--- src/rtl/lt_xlat_pkg.sv ---
package lt_xlat_pkg;
  localparam int unsigned ADDR_W  = 64;
  localparam int unsigned PAGE_SH = 12;
  localparam int unsigned WIN_SH  = 20;
  localparam int unsigned ENT_SH  = 3;
  localparam int unsigned WIN_W   = ADDR_W - WIN_SH;
  localparam int unsigned IDX_W   = WIN_SH - PAGE_SH;
  localparam int unsigned SLOT_W  = PAGE_SH - ENT_SH;
  localparam int unsigned REG_AW  = 3;
  localparam int unsigned REG_DW  = 32;

  localparam logic [SLOT_W-1:0] SLOT_PREV = SLOT_W'(510);
  localparam logic [SLOT_W-1:0] SLOT_NEXT = SLOT_W'(511);

  typedef enum logic [REG_AW-1:0] {
    RA_CTRL  = 3'd0,
    RA_MODE  = 3'd1,
    RA_STAT  = 3'd2,
    RA_ID    = 3'd3,
    RA_TB_LO = 3'd4,
    RA_TB_HI = 3'd5,
    RA_IB_LO = 3'd6,
    RA_IB_HI = 3'd7
  } reg_addr_e;

  typedef enum logic [1:0] {WS_IDLE, WS_ISSUE, WS_WAIT} walk_st_e;
  typedef enum logic [1:0] {RK_DATA, RK_NEXT, RK_PREV} rd_kind_e;
endpackage

--- src/rtl/lt_xlat_entry.sv ---
module lt_xlat_entry
  import lt_xlat_pkg::*;
(
  input  logic [ADDR_W-1:0]       raw_i,
  output logic                    ok_o,
  output logic [ADDR_W-1:PAGE_SH] page_o
);
  // valid flag set and reserved bits clear
  assign ok_o   = raw_i[0] && (raw_i[PAGE_SH-1:1] == '0);
  assign page_o = raw_i[ADDR_W-1:PAGE_SH];
endmodule

--- src/rtl/lt_xlat_regs.sv ---
module lt_xlat_regs
  import lt_xlat_pkg::*;
#(
  parameter int unsigned PA_BITS = 40
) (
  input  logic                    clk_i,
  input  logic                    rst_ni,
  input  logic                    reg_we_i,
  input  logic [REG_AW-1:0]       reg_addr_i,
  input  logic [REG_DW-1:0]       reg_wdata_i,
  output logic [REG_DW-1:0]       reg_rdata_o,
  input  logic                    ready_i,
  output logic                    en_o,
  output logic                    xlate_o,
  output logic [ADDR_W-1:PAGE_SH] tbase_o,
  output logic [ADDR_W-1:0]       ibase_o,
  output logic                    cursor_rst_o
);
  localparam int unsigned ID_W = 6;
  localparam logic [ID_W-1:0] ID_VAL = ID_W'(PA_BITS);

  logic                    en_q, xl_q, crst_q;
  logic [ADDR_W-1:PAGE_SH] tb_q;
  logic [ADDR_W-1:WIN_SH]  ib_q;

  always_ff @(posedge clk_i or negedge rst_ni) begin
    if (!rst_ni) begin
      en_q   <= 1'b0;
      xl_q   <= 1'b0;
      crst_q <= 1'b0;
      tb_q   <= '0;
      ib_q   <= '0;
    end else begin
      crst_q <= 1'b0;
      if (reg_we_i) begin
        case (reg_addr_e'(reg_addr_i))
          RA_CTRL:  begin en_q <= reg_wdata_i[0]; crst_q <= 1'b1; end
          RA_MODE:  xl_q <= reg_wdata_i[0];
          RA_TB_LO: begin tb_q[REG_DW-1:PAGE_SH] <= reg_wdata_i[REG_DW-1:PAGE_SH]; crst_q <= 1'b1; end
          RA_TB_HI: begin tb_q[ADDR_W-1:REG_DW] <= reg_wdata_i; crst_q <= 1'b1; end
          RA_IB_LO: begin ib_q[REG_DW-1:WIN_SH] <= reg_wdata_i[REG_DW-1:WIN_SH]; crst_q <= 1'b1; end
          RA_IB_HI: begin ib_q[ADDR_W-1:REG_DW] <= reg_wdata_i; crst_q <= 1'b1; end
          default: ;
        endcase
      end
    end
  end

  always_comb begin
    case (reg_addr_e'(reg_addr_i))
      RA_CTRL:  reg_rdata_o = {{(REG_DW-1){1'b0}}, en_q};
      RA_MODE:  reg_rdata_o = {{(REG_DW-1){1'b0}}, xl_q};
      RA_STAT:  reg_rdata_o = {{(REG_DW-1){1'b0}}, ready_i};
      RA_ID:    reg_rdata_o = {{(REG_DW-ID_W){1'b0}}, ID_VAL};
      RA_TB_LO: reg_rdata_o = {tb_q[REG_DW-1:PAGE_SH], {PAGE_SH{1'b0}}};
      RA_TB_HI: reg_rdata_o = tb_q[ADDR_W-1:REG_DW];
      RA_IB_LO: reg_rdata_o = {ib_q[REG_DW-1:WIN_SH], {WIN_SH{1'b0}}};
      RA_IB_HI: reg_rdata_o = ib_q[ADDR_W-1:REG_DW];
      default:  reg_rdata_o = '0;
    endcase
  end

  assign en_o         = en_q;
  assign xlate_o      = xl_q;
  assign tbase_o      = tb_q;
  assign ibase_o      = {ib_q, {WIN_SH{1'b0}}};
  assign cursor_rst_o = crst_q;
endmodule

--- src/rtl/lt_xlat_walker.sv ---
module lt_xlat_walker
  import lt_xlat_pkg::*;
(
  input  logic                    clk_i,
  input  logic                    rst_ni,
  input  logic                    en_i,
  input  logic                    xlate_i,
  input  logic [ADDR_W-1:PAGE_SH] tbase_i,
  input  logic [ADDR_W-1:0]       ibase_i,
  input  logic                    cursor_rst_i,
  input  logic                    req_valid_i,
  input  logic [ADDR_W-1:0]       req_addr_i,
  output logic                    req_ready_o,
  output logic                    resp_valid_o,
  output logic [ADDR_W-1:0]       resp_addr_o,
  output logic                    resp_err_o,
  output logic                    mem_req_o,
  output logic [ADDR_W-1:0]       mem_addr_o,
  input  logic                    mem_rvalid_i,
  input  logic [ADDR_W-1:0]       mem_rdata_i,
  output logic                    idle_o
);
  localparam logic [WIN_W-1:0] WIN_ONE = WIN_W'(1);

  walk_st_e                st_q;
  rd_kind_e                kind_q, kind_d;
  logic [ADDR_W-1:PAGE_SH] cur_tbl_q;
  logic [WIN_W-1:0]        cur_win_q, tgt_win_q;
  logic [WIN_SH-1:0]       off_q;
  logic [ADDR_W-1:0]       off_full;
  logic                    below, accept;
  logic                    ent_ok;
  logic [ADDR_W-1:PAGE_SH] ent_page;
  logic [SLOT_W-1:0]       slot;
  logic                    rv_q, err_q;
  logic [ADDR_W-1:0]       ra_q;

  lt_xlat_entry u_entry (
    .raw_i  (mem_rdata_i),
    .ok_o   (ent_ok),
    .page_o (ent_page)
  );

  assign off_full    = req_addr_i - ibase_i;
  assign below       = req_addr_i < ibase_i;
  assign idle_o      = (st_q == WS_IDLE);
  assign req_ready_o = en_i && idle_o;
  assign accept      = req_valid_i && req_ready_o;

  always_comb begin
    if (cur_win_q == tgt_win_q)     kind_d = RK_DATA;
    else if (tgt_win_q > cur_win_q) kind_d = RK_NEXT;
    else                            kind_d = RK_PREV;
  end

  always_comb begin
    case (kind_d)
      RK_NEXT: slot = SLOT_NEXT;
      RK_PREV: slot = SLOT_PREV;
      default: slot = {1'b0, off_q[WIN_SH-1:PAGE_SH]};
    endcase
  end

  // tables are page aligned, so the slot is concatenated, not added
  assign mem_req_o  = (st_q == WS_ISSUE);
  assign mem_addr_o = {cur_tbl_q, slot, {ENT_SH{1'b0}}};

  always_ff @(posedge clk_i or negedge rst_ni) begin
    if (!rst_ni) begin
      st_q      <= WS_IDLE;
      kind_q    <= RK_DATA;
      cur_tbl_q <= '0;
      cur_win_q <= '0;
      tgt_win_q <= '0;
      off_q     <= '0;
      rv_q      <= 1'b0;
      err_q     <= 1'b0;
      ra_q      <= '0;
    end else begin
      rv_q <= 1'b0;
      case (st_q)
        WS_IDLE: if (accept) begin
          if (!xlate_i) begin
            rv_q  <= 1'b1;
            err_q <= 1'b0;
            ra_q  <= req_addr_i;
          end else if (below) begin
            rv_q  <= 1'b1;
            err_q <= 1'b1;
            ra_q  <= '0;
          end else begin
            tgt_win_q <= off_full[ADDR_W-1:WIN_SH];
            off_q     <= off_full[WIN_SH-1:0];
            st_q      <= WS_ISSUE;
          end
        end
        WS_ISSUE: begin
          kind_q <= kind_d;
          st_q   <= WS_WAIT;
        end
        WS_WAIT: if (mem_rvalid_i) begin
          if (kind_q == RK_DATA) begin
            rv_q  <= 1'b1;
            err_q <= !ent_ok;
            ra_q  <= ent_ok ? {ent_page, off_q[PAGE_SH-1:0]} : '0;
            st_q  <= WS_IDLE;
          end else if (ent_ok) begin
            cur_tbl_q <= ent_page;
            cur_win_q <= (kind_q == RK_NEXT) ? cur_win_q + WIN_ONE : cur_win_q - WIN_ONE;
            st_q      <= WS_ISSUE;
          end else begin
            rv_q  <= 1'b1;
            err_q <= 1'b1;
            ra_q  <= '0;
            st_q  <= WS_IDLE;
          end
        end
        default: st_q <= WS_IDLE;
      endcase
      if (cursor_rst_i) begin
        cur_tbl_q <= tbase_i;
        cur_win_q <= '0;
      end
    end
  end

  assign resp_valid_o = rv_q;
  assign resp_err_o   = err_q;
  assign resp_addr_o  = ra_q;
endmodule

--- src/rtl/lt_xlat.sv ---
module lt_xlat
  import lt_xlat_pkg::*;
#(
  parameter int unsigned PA_BITS = 40
) (
  input  logic              clk_i,
  input  logic              rst_ni,
  input  logic              reg_we_i,
  input  logic [REG_AW-1:0] reg_addr_i,
  input  logic [REG_DW-1:0] reg_wdata_i,
  output logic [REG_DW-1:0] reg_rdata_o,
  input  logic              req_valid_i,
  input  logic [ADDR_W-1:0] req_addr_i,
  output logic              req_ready_o,
  output logic              resp_valid_o,
  output logic [ADDR_W-1:0] resp_addr_o,
  output logic              resp_err_o,
  output logic              mem_req_o,
  output logic [ADDR_W-1:0] mem_addr_o,
  input  logic              mem_rvalid_i,
  input  logic [ADDR_W-1:0] mem_rdata_i
);
  logic                    en, xlate, walk_idle, cursor_rst;
  logic [ADDR_W-1:PAGE_SH] tbase;
  logic [ADDR_W-1:0]       ibase;

  lt_xlat_regs #(.PA_BITS(PA_BITS)) u_regs (
    .clk_i        (clk_i),
    .rst_ni       (rst_ni),
    .reg_we_i     (reg_we_i),
    .reg_addr_i   (reg_addr_i),
    .reg_wdata_i  (reg_wdata_i),
    .reg_rdata_o  (reg_rdata_o),
    .ready_i      (walk_idle),
    .en_o         (en),
    .xlate_o      (xlate),
    .tbase_o      (tbase),
    .ibase_o      (ibase),
    .cursor_rst_o (cursor_rst)
  );

  lt_xlat_walker u_walker (
    .clk_i        (clk_i),
    .rst_ni       (rst_ni),
    .en_i         (en),
    .xlate_i      (xlate),
    .tbase_i      (tbase),
    .ibase_i      (ibase),
    .cursor_rst_i (cursor_rst),
    .req_valid_i  (req_valid_i),
    .req_addr_i   (req_addr_i),
    .req_ready_o  (req_ready_o),
    .resp_valid_o (resp_valid_o),
    .resp_addr_o  (resp_addr_o),
    .resp_err_o   (resp_err_o),
    .mem_req_o    (mem_req_o),
    .mem_addr_o   (mem_addr_o),
    .mem_rvalid_i (mem_rvalid_i),
    .mem_rdata_i  (mem_rdata_i),
    .idle_o       (walk_idle)
  );
endmodule

--- config.mk ---
export PLATFORM = sky130hd
export DESIGN_NAME = lt_xlat
export DESIGN_NICKNAME = d
export VERILOG_FILES = /design/src/rtl/lt_xlat_pkg.sv /design/src/rtl/lt_xlat_entry.sv /design/src/rtl/lt_xlat_regs.sv /design/src/rtl/lt_xlat_walker.sv /design/src/rtl/lt_xlat.sv
export SDC_FILE = /design/constraint.sdc
export NUM_CORES = 1
export LEC_CHECK = 0
export ABC_AREA = 1
export BUFFER_PORTS_ARGS = -buffer_cell sky130_fd_sc_hd__buf_2
export CAP_MARGIN = 20
export CORE_MARGIN = 3
export CORE_UTILIZATION = 28
export DETAILED_ROUTE_END_ITERATION = 16
export PLACE_DENSITY_LB_ADDON = 0.12
export SYNTH_ARGS = -nofsm -noshare
export SYNTH_HDL_FRONTEND = slang
export SYNTH_HIERARCHICAL = 1
export SYNTH_SLANG_ARGS = --single-unit
--- constraint.sdc ---
create_clock -name clk_i -period 2.75 [get_ports clk_i]
set_clock_uncertainty 0.2 [all_clocks]
set_input_delay 0.1375 -clock clk_i [delete_from_list [all_inputs] [get_ports clk_i]]
set_output_delay 0.1375 -clock clk_i [all_outputs]
set_load 0.05 [all_outputs]
==> results of run 1 <==
-- worst reg2reg max path, delay by kind of cell, from the launching register on --
kind | cells | cell delay [ns]
flip-flops | 1 | 0.40
AND/OR/NAND/NOR | 11 | 1.21
buffers and inverters | 5 | 0.67
adder cells (fa/ha/maj) | 1 | 0.32
-- how the worst min path moves through the flow --
stage	end	slack (ns)
after floorplan	u_regs/cursor_rst_o$_DFF_PN0_	-0.36
after global placement	u_walker/resp_addr_o[8]$_DFFE_PN0P_	0.009
after detailed placement	u_walker/resp_addr_o[8]$_DFFE_PN0P_	0.006
after CTS	u_walker/resp_addr_o[45]$_DFFE_PN0P_	0.009
after global routing	u_walker/resp_addr_o[5]$_DFFE_PN0P_	0.03
final	u_walker/resp_addr_o[5]$_DFFE_PN0P_	-0.007
-- power breakdown --
part / switching, mW / internal, mW / total (mW)
combinational: 10.3 / 5.80 / 16.1
clock: 2.57 / 3.41 / 5.98
sequential: 0.906 / 6.06 / 6.97
total: 13.8 / 15.3 / 29.0
-- flip-flops by register name (all words and copies together), names as in the netlist --
register and count:
u_regs/tbase_o 52, u_walker/cur_win_q 44, u_walker/resp_valid_o 1, u_walker/cur_tbl_q 52
u_walker/resp_err_o 1, u_walker/off_q 20, u_regs/xlate_o 1, u_regs/cursor_rst_o 1
u_regs/en_o 1, u_regs/ib_q 44, u_walker/resp_addr_o 64, u_walker/st_q 2
u_walker/kind_q 2, u_walker/tgt_win_q 44
-- what timing repair did --
action,4_1_cts,5_1_grt
cloned,2,17
pin swaps,16,60
gates resized for setup,108,444
hold endpoints to repair,558,0
setup buffers,11,44
hold buffers,167,0
setup endpoints to repair,80,183
-- cell families after synthesis --
kind of cell	count (synthesis)	synth area share [%]
other	2	0.02955
buffers and inverters	829	14.02
DFF	329	32.40
and+or+nand+nor	2039	32.76
xor gates and xnor gates	36	1.241
adders and majority gates	152	7.543
AOI/OAI and AO/OA	535	12.01
-- cell type report --
cell class	count	area, µm²
repair buffers	802	6437
clock buffers	66	1264
fillers	9621	53400
flip-flops and latches	329	8242
well taps	1165	1458
clock inverters	15	209.0
inverters	642	2420
multi-input cells	2787	15760
-- per-layer routing --
metal | vias up | part of all wire (%) | wire length (µm)
met1 | 12970 | 43 | 50410
li1 | 13660 | - | -
met4 | 0 | 4.6 | 5377
met2 | 652 | 48 | 57220
met5 | - | 0 | 0
met3 | 182 | 4.3 | 5062
-- cells in the final DEF (no fill, tap or decap), drive strengths merged, types with 2 or more instances in the layout --
cell         instances
a211oi               2
a21o                 2
a21oi              168
a31oi               11
a32o                38
and2                 3
and3                 2
buf                623
bufinv               2
clkbuf              78
clkinv              10
clkinvlp             5
conb                23
dfrtp              329
dlygate4sd3        167
fa                   2
ha                 150
inv                640
nand2             1408
nand3              252
nand3b              14
nand4               33
nor2               293
nor3                17
nor4                 9
o211ai               4
o21a                 7
o21ai              227
o21bai              16
o22ai               58
or2                  9
xnor2               26
xor2                10
-- metrics by stage --
stage	instances	setup TNS [ns]	hold slack (ns)	setup WS, ns	utilization (%)
6_report	5806	-3.800	-0.006795	-0.3329	40.13
5_1_grt	5806	-10.05	0.03396	-0.4574	40.13
4_1_cts	5746	-3.466	0.009246	-0.4434	37.29
3_5_place_dp	5485	-1.245	0.006241	-0.1708	33.17
3_3_place_gp	5485	-0.4776	0.009121	-0.1536	33.17
2_1_floorplan	3943	-2.415	-0.3581	-0.1662	-
==> impl_metrics.toml, run 1 <==
[timing]
whs_ns = -0.006795
setup_viol = 30
hold_viol = 4
period_share_pct = 112.1
rsz0062_at_grt = "yes"
fin_crit_ns = 3.083
drv_slew = 0
fmax_mhz = 324.4
setup_ws_ns = -0.3329
tightest_slew_ns = 0.9054
timing.slew.headroom_pct = 39.58

[synth]
ys_ff_latch = 329
post-synth-top-area-cell = "dfrtp_1"
synthFlopType = "dfrtp_1"
synth_area_um2 = 25410
netlist_instances = 3922
yosysMostFrequentCell = "nand2_1"
yosys-top-cells-count = "1389 x nand2_1, 636 x inv_1, 329 x dfrtp_1"
async_flop_share_pct = 100.0
synth-edff-count = 0
syn_area_per_cell_um2 = 6.479
synth_warnings = 6
ys_seq_area_share_pct = 32.40
yosys-top-cells-area = "dfrtp_1 32%, nand2_1 21%, inv_1 9.4%"
synth_cell_type_count = 49
synth_top_area_share_pct = 32.40

[setup_path]
cp.arrival_ns = 2.75
end_kind = "primary output"
crit_path_top_delay_cell = "dfrtp_1"
r2r_cells = 17
path_buf_inv = 3
r2r-end = "u_walker/cur_win_q[35]$_DFFE_PN0P_"
crit_chain = "ha_1 > nand2_2 > or3_4 > nor4_2 > buf_4 > nand3_4 > buf_6 > or2_2 > buf_6"
cpMostUsedCell = "buf_6"
cpLargestDelayFamily = "simple AND/OR/NAND/NOR gates"
crit_end = "mem_addr_o[8]"
path_max_fanout = 3
worstSetupPathType = "flip-flop to primary output"
startpoint = "u_walker/tgt_win_q[34]$_DFFE_PN0P_"
max_stage_delay_ns = 0.39
r2r_start = "u_walker/kind_q[1]$_DFFE_PN0P_"
startpoint_type = "flip-flop"
crit_cells = 9
rrSetupSlack_ns = -0.16
required_ns = 2.41

[clocking]
insertion_delay_ns = 0.64
ctsHtreeMaxLevel = 2
cts_buffers = 44
clockBufferDepth = 3
cts_root_buf = "clkbuf_16"
clock_sinks = 329
clkTransAtPathRegs_ns = 0.06
tritoncts = "built"

[global_routing]
first_global_vias = 27140
grt_pass1_wl_um = 168900
track_usage_pct = 23.68
met1_usage_pct = 29.61
grt_max_degree = 75
grt_overflow = 0
grt_most_used_layer = "met2"
grt_use_met2_pct = 40.93
antenna_found_initial = 0
grt_util_met3_pct = 3.150

[floorplan]
start_util_pct = 28.49
num_rows = 109
die_w_um = 307.3
io_pins = 332
fp.coreArea_um2 = 89190
die_y_um = 307.3
die-area_um2 = 94410

[place]
dp.final_hpwl_um = 89830
portBuffers = 328
place_area_um2 = 29580
gp_congestion = 0.9646

[final_layout]
diodes = 0
final_cell_area_um2 = 35790
syn_to_final_growth_pct = 40.84
drive_gt1_share_pct = 24.13
layout.nets = 4926

[detailed_routing]
drc = 0
final_antenna_net_count = 0
wirelength_um = 118100
vias = 27460
viasPerCell = 4.730
wl_per_cell_um = 20.34
drt_pre_antenna_iters = 5
drtIter0Drc = 1663

[status]
violations = "negative hold slack, negative setup slack"
status = "finished with violations"

[job]
drv_cap = 0

[power]
power.density_nw_per_um2 = 811.4
p_total_mw = 29.04
p_leak_nw = 18.87
ir_drop_v = 0.0004855

[hold_path]
worstHoldPathType = "input port to asynchronous set/reset pin"
(Power assumes the default switching activity.)
==> run 2: changes to the inputs <==
--- a/config.mk
+++ b/config.mk
@@ -12,6 +12,7 @@
 export CORE_UTILIZATION = 28
 export DETAILED_ROUTE_END_ITERATION = 16
 export PLACE_DENSITY_LB_ADDON = 0.12
+export SKIP_CTS_REPAIR_TIMING = 1
 export SYNTH_ARGS = -nofsm -noshare
 export SYNTH_HDL_FRONTEND = slang
 export SYNTH_HIERARCHICAL = 1
==> run 2 against run 1 <==
  * The run still ends with negative hold slack, negative setup slack left
  * Non-clock buffer count rose by 1
  * Die area unchanged
  * Clock-buffer cell count unchanged
  * Register-to-register slack worse by 0.02 ns
  * Setup slack got worse by 0.13 ns
  * Largest cell class unchanged
  * Largest power group unchanged
  * Highest routed layer unchanged
==> impl_metrics.toml, run 2 (same netlist as run 1, synthesis figures left out) <==
[power]
power.density_nw_per_um2 = 820.3
p_comb_share_pct = 56.1
p_sw_mw = 13.94
clockPowerShare_pct = 20.2
ir_drop_v = 0.0004631
seq_power_share_pct = 23.7
intPower_mw = 15.46
p_leak_nw = 18.86
p_sw_share_pct = 47.41

[floorplan]
num_rows = 109
io_pins = 332
start_util_pct = 28.49
die_y_um = 307.3
fp.coreArea_um2 = 89190
die-area_um2 = 94410
die_w_um = 307.3

[clocking]
clock_sinks = 329
tritoncts = "built"
cts_buffers = 44
insertion_delay_ns = 0.64
clockBufferDepth = 3
clkTransAtPathRegs_ns = 0.06
cts_root_buf = "clkbuf_16"
ctsHtreeMaxLevel = 2

[detailed_routing]
wirelength_um = 115900
drc = 0
viasPerCell = 4.710
wl_per_cell_um = 19.95
drt_pre_antenna_iters = 6
final_antenna_net_count = 0
drtIter0Drc = 1620
vias = 27350

[timing]
fmax_mhz = 311.2
setup_ws_ns = -0.4631
period_share_pct = 116.8
tightest_slew_ns = 0.8757
fin_crit_ns = 3.213
timing.slew.headroom_pct = 41.55
hold_viol = 10
whs_ns = -0.04990
drv_slew = 0
setup_viol = 28
rsz0062_at_grt = "yes"

[setup_path]
path_max_fanout = 6
cp.arrival_ns = 2.88
max_stage_delay_ns = 0.45
startpoint_type = "flip-flop"
crit_chain = "inv_2 > ha_4 > nand2_4 > or3_4 > nor4_4 > buf_4 > nand3_4 > buf_6 > or2_4 > buf_8"
required_ns = 2.41
end_kind = "primary output"
worstSetupPathType = "flip-flop to primary output"
crit_path_top_delay_cell = "dfrtp_2"

[global_routing]
grt_max_degree = 77
antenna_found_initial = 1
grt_pass1_wl_um = 164100
track_usage_pct = 23.06
grt_overflow = 0
first_global_vias = 26040

[final_layout]
fill_cells = 9598
fin_cells = 5806
final_common_cell = "nand2_1"
final_util_pct = 40.19
syn_to_final_growth_pct = 41.07
layout_common_cells = "1277 x nand2_1, 596 x inv_1, 323 x dfrtp_1"
final_cell_area_um2 = 35850
largest_reg_flops = 64
layout.nets = 4925
drive_gt1_share_pct = 24.91

[place]
portBuffers = 328
place_area_um2 = 29580
dp.cells = 5485
dp.final_hpwl_um = 89830
gp_congestion = 0.9646

[status]
status = "finished with violations"
violations = "negative hold slack, negative setup slack"

[hold_path]
worstHoldPathType = "input port to flip-flop"

[job]
drv_cap = 0
-- run 2: cell count changes in the layout (fill, tap and decap cells not counted), moves of 6 or more --
cell and delta:
o21ai_2 +7, ha_4 -7, ha_1 +11, nand2_2 +10, clkbuf_16 -7, a21oi_4 +11, nand2_1 -16, a21oi_2 -6
nor2_2 +9, buf_6 +9, nor2_1 -7
-- run 2: cell type report --
class	instances	area, µm²	share of cell area (%)
Multi-Input combinational cell	2785	15940	44.45
Sequential cell	329	8240	22.99
Timing Repair Buffer	803	6319	17.63
Inverter	642	2421	6.753
Tap cell	1165	1458	4.066
Clock buffer	66	1264	3.525
Clock inverter	15	209.0	0.5829
Antenna cell	1	2.502	0.006980
-- run 2: final timing paths --
check	start	end	cells past startpoint	slack (ns)
worst min register to register	u_walker/resp_addr_o[8]$_DFFE_PN0P_	u_walker/resp_addr_o[8]$_DFFE_PN0P_	2	0.27
min in group asynchronous	rst_ni	u_walker/resp_addr_o[5]$_DFFE_PN0P_	2	-0.01
worst max-delay path	u_walker/cur_win_q[30]$_DFFE_PN0P_	mem_addr_o[7]	10	-0.46
worst min-delay path	reg_addr_i[0]	u_regs/ib_q[51]$_DFFE_PN0P_	4	-0.05
worst max register to register	u_walker/kind_q[0]$_DFFE_PN0P_	u_walker/cur_win_q[19]$_DFFE_PN0P_	18	-0.18
max in group asynchronous	rst_ni	u_walker/cur_win_q[38]$_DFFE_PN0P_	3	1.56
-- run 2: critical path: cells and delay by family (launching register included) --
family / cells / cell delay (ns)
and+or+nand+nor: 5 / 1.00
buffers and inverters: 4 / 0.55
adders and majority gates: 1 / 0.28
DFF: 1 / 0.45
-- run 2: layer usage --
layer  up-vias  GRT usage [%]  routed length, µm
met5         -              0                  0
met4         0          8.785               4737
met3       174          3.184               4775
met2       622          39.81              56470
met1     12900          29.20              49870
li1      13660              -                  -
-- run 2: stage by stage --
stage | setup WS (ns) | power (mW) | TNS [ns]
2_1_floorplan | -0.1662 | 15.19 | -2.415
3_3_place_gp | -0.1536 | 20.26 | -0.4776
3_5_place_dp | -0.1708 | 20.28 | -1.245
4_1_cts | -0.6002 | 26.41 | -8.182
5_1_grt | -0.5511 | 31.33 | -12.73
6_report | -0.4631 | 29.41 | -5.333
-- run 2: power groups by stage --
stage               clock network, mW  logic [mW]  registers (mW)
floorplan                           0        6.64            8.55
global placement                    0        13.3            7.01
detailed placement                  0        13.3            7.01
CTS                              6.16        13.3            6.95
global route                     6.33        17.9            7.11
finish                           5.95        16.5            6.96
==> run 3: changes to the inputs <==
==> constraint.sdc (replaced) <==
create_clock -name clk_i -period 3.3 [get_ports clk_i]
set_clock_uncertainty 0.2 [all_clocks]
set_input_delay 0.165 -clock clk_i [delete_from_list [all_inputs] [get_ports clk_i]]
set_output_delay 0.165 -clock clk_i [all_outputs]
set_load 0.05 [all_outputs]
==> run 3 against run 2 <==
  * The flow finishes with violations (negative hold slack)
  * Die area unchanged
  * Clock power decreased by 14%
  * First-iteration DRC count increased by 9.8%
  * Wire length decreased by 2.7%
  * Sequential power decreased by 17%
  * Cell area decreased by 12%
  * Clock-buffer cell count decreased by 8
  * Non-clock buffer count decreased by 232
  * Register-to-register slack improved by 0.36 ns
  * Critical path depth increased by 1
  * Highest routed layer unchanged
==> impl_metrics.toml, run 3 (same netlist as run 1, synthesis figures left out) <==
[job]
drv_cap = 0

[place]
dpl_worst_slack_ns = 0.02155
portBuffers = 328
dp.cells = 5327
gp_congestion = 0.9605
place_area_um2 = 28210
dp.final_hpwl_um = 89190

[hold_path]
hold_start = "mem_rdata_i[11]"
worstHoldPathType = "input port to flip-flop"

[final_layout]
layout_common_cells = "1384 x nand2_1, 630 x inv_1, 324 x dfrtp_1"
drive_gt1_share_pct = 12.96
final_common_cell = "nand2_1"
fill_cells = 9978
layout.nets = 4693
syn_to_final_growth_pct = 24.83
final_cell_area_um2 = 31720
fin_cells = 5573
largest_reg_flops = 64

[power]
intPower_mw = 11.15
power.density_nw_per_um2 = 673.4
seq_power_share_pct = 27.2
clockPowerShare_pct = 24.0
p_sw_mw = 10.21
p_sw_share_pct = 47.79
ir_drop_v = 0.0004925
p_total_mw = 21.36
p_comb_share_pct = 48.9
p_leak_nw = 17.33

[clocking]
insertion_delay_ns = 0.62
ctsHtreeMaxLevel = 2
clockBufferDepth = 3
cts_buffers = 42
tritoncts = "built"
clkTransAtPathRegs_ns = 0.06
cts_root_buf = "clkbuf_16"
clock_sinks = 329

[detailed_routing]
viasPerCell = 4.748
drtIter0Drc = 1778
vias = 26460
drt_pre_antenna_iters = 8
final_antenna_net_count = 0
drc = 0
wl_per_cell_um = 20.22
wirelength_um = 112700

[global_routing]
grt_util_met3_pct = 3.040
grt_overflow = 0
track_usage_pct = 22.77
grt_max_degree = 99
grt_use_met2_pct = 39.38
grt_most_used_layer = "met2"
met1_usage_pct = 29.19
antenna_found_initial = 1
grt_pass1_wl_um = 162200
first_global_vias = 25360

[floorplan]
fp.coreArea_um2 = 89190
io_pins = 332
die_w_um = 307.3
start_util_pct = 28.49
die-area_um2 = 94410
num_rows = 109
die_y_um = 307.3

[setup_path]
max_stage_delay_ns = 0.43
r2r_start = "u_regs/ib_q[47]$_DFFE_PN0P_"
startpoint = "u_walker/cur_win_q[34]$_DFFE_PN0P_"
worstSetupPathType = "flip-flop to primary output"
cp.arrival_ns = 2.93
path_max_fanout = 6
crit_path_top_delay_cell = "dfrtp_2"
end_kind = "primary output"
required_ns = 2.93
crit_chain = "inv_1 > ha_4 > nand2_4 > or3_1 > nor4_1 > buf_4 > nand3_2 > buf_6 > buf_12 > or2_4 > buf_8"
startpoint_type = "flip-flop"

[timing]
whs_ns = -0.01436
tightest_slew_ns = 0.9324
fmax_mhz = 303.1
setup_viol = 0
rsz0062_at_grt = "yes"
drv_slew = 0
period_share_pct = 99.99
hold_viol = 1
timing.slew.headroom_pct = 37.84
setup_ws_ns = 0.0004472
fin_crit_ns = 3.300

[status]
status = "finished with violations"
violations = "negative hold slack"
[run 3: cell types whose count changed in the layout (fill, tap and decap cells not counted), moves of 30 or more]
cell / before / now
nor2_2: 42 / 8
nand2_1: 1277 / 1384
o21ai_0: 136 / 194
a21oi_2: 34 / 1
nor2_1: 220 / 280
buf_4: 244 / 64
a21oi_1: 115 / 167
o21ai_1: 58 / 28
ha_4: 51 / 7
ha_1: 93 / 140
inv_2: 40 / 10
inv_1: 596 / 630
nand2_2: 103 / 18
[run 3: worst paths after layout]
kind,to,slack [ns],cells after the start
max,mem_addr_o[9],0.0004,11
min reg2reg,u_walker/resp_addr_o[17]$_DFFE_PN0P_,0.27,2
min,u_walker/st_q[0]$_DFFE_PN0P_,-0.01,7
min in group asynchronous,u_regs/ib_q[31]$_DFFE_PN0P_,0.08,3
max in group asynchronous,u_regs/tbase_o[50]$_DFFE_PN0P_,2.25,3
max reg2reg,u_walker/tgt_win_q[41]$_DFFE_PN0P_,0.18,14
[run 3: stage by stage]
stage          hold slack (ns)  utilization (%)  setup TNS, ns
6_report              -0.01436            35.57              0
5_1_grt               0.004009            35.57        -0.6050
3_3_place_gp          -0.08513            31.63         -1.696
3_5_place_dp          -0.08606            31.63              0
2_1_floorplan          -0.3306                -              0
4_1_cts                -0.7365            33.36        -0.8849
[run 3: critical path: cells and delay by family, from the launching register on]
kind          cells  cell delay (ns)
simple gates      5             0.95
buf+inv           5             0.69
flops             1             0.43
fa+ha+maj         1             0.28
[run 3: power by group through the flow]
stage	combinational, mW	clock [mW]	sequential, mW
final	10.4	5.12	5.80
after global routing	11.5	5.41	5.92
after CTS	10.1	5.26	5.79
after detailed placement	10.1	0	5.84
after global placement	10.1	0	5.86
after floorplan	5.51	0	7.12
[run 3: final cells by class]
class                           instances  area, µm²  area share, %
Inverter                              642       2410          7.596
Timing Repair Buffer                  571       4179          13.17
Antenna cell                            1      2.502       0.007888
Multi-Input combinational cell       2787      13890          43.80
Clock inverter                         20      319.1          1.006
Sequential cell                       329       8239          25.97
Clock buffer                           58       1221          3.849
Tap cell                             1165       1458          4.595
[run 3: per-layer routing]
layer  share of wire [%]  vias to the layer above
met4                 3.8                        0
met1                  43                    12440
met3                 4.6                      159
met2                  48                      683
li1                    -                    13190
met5                   0                        -
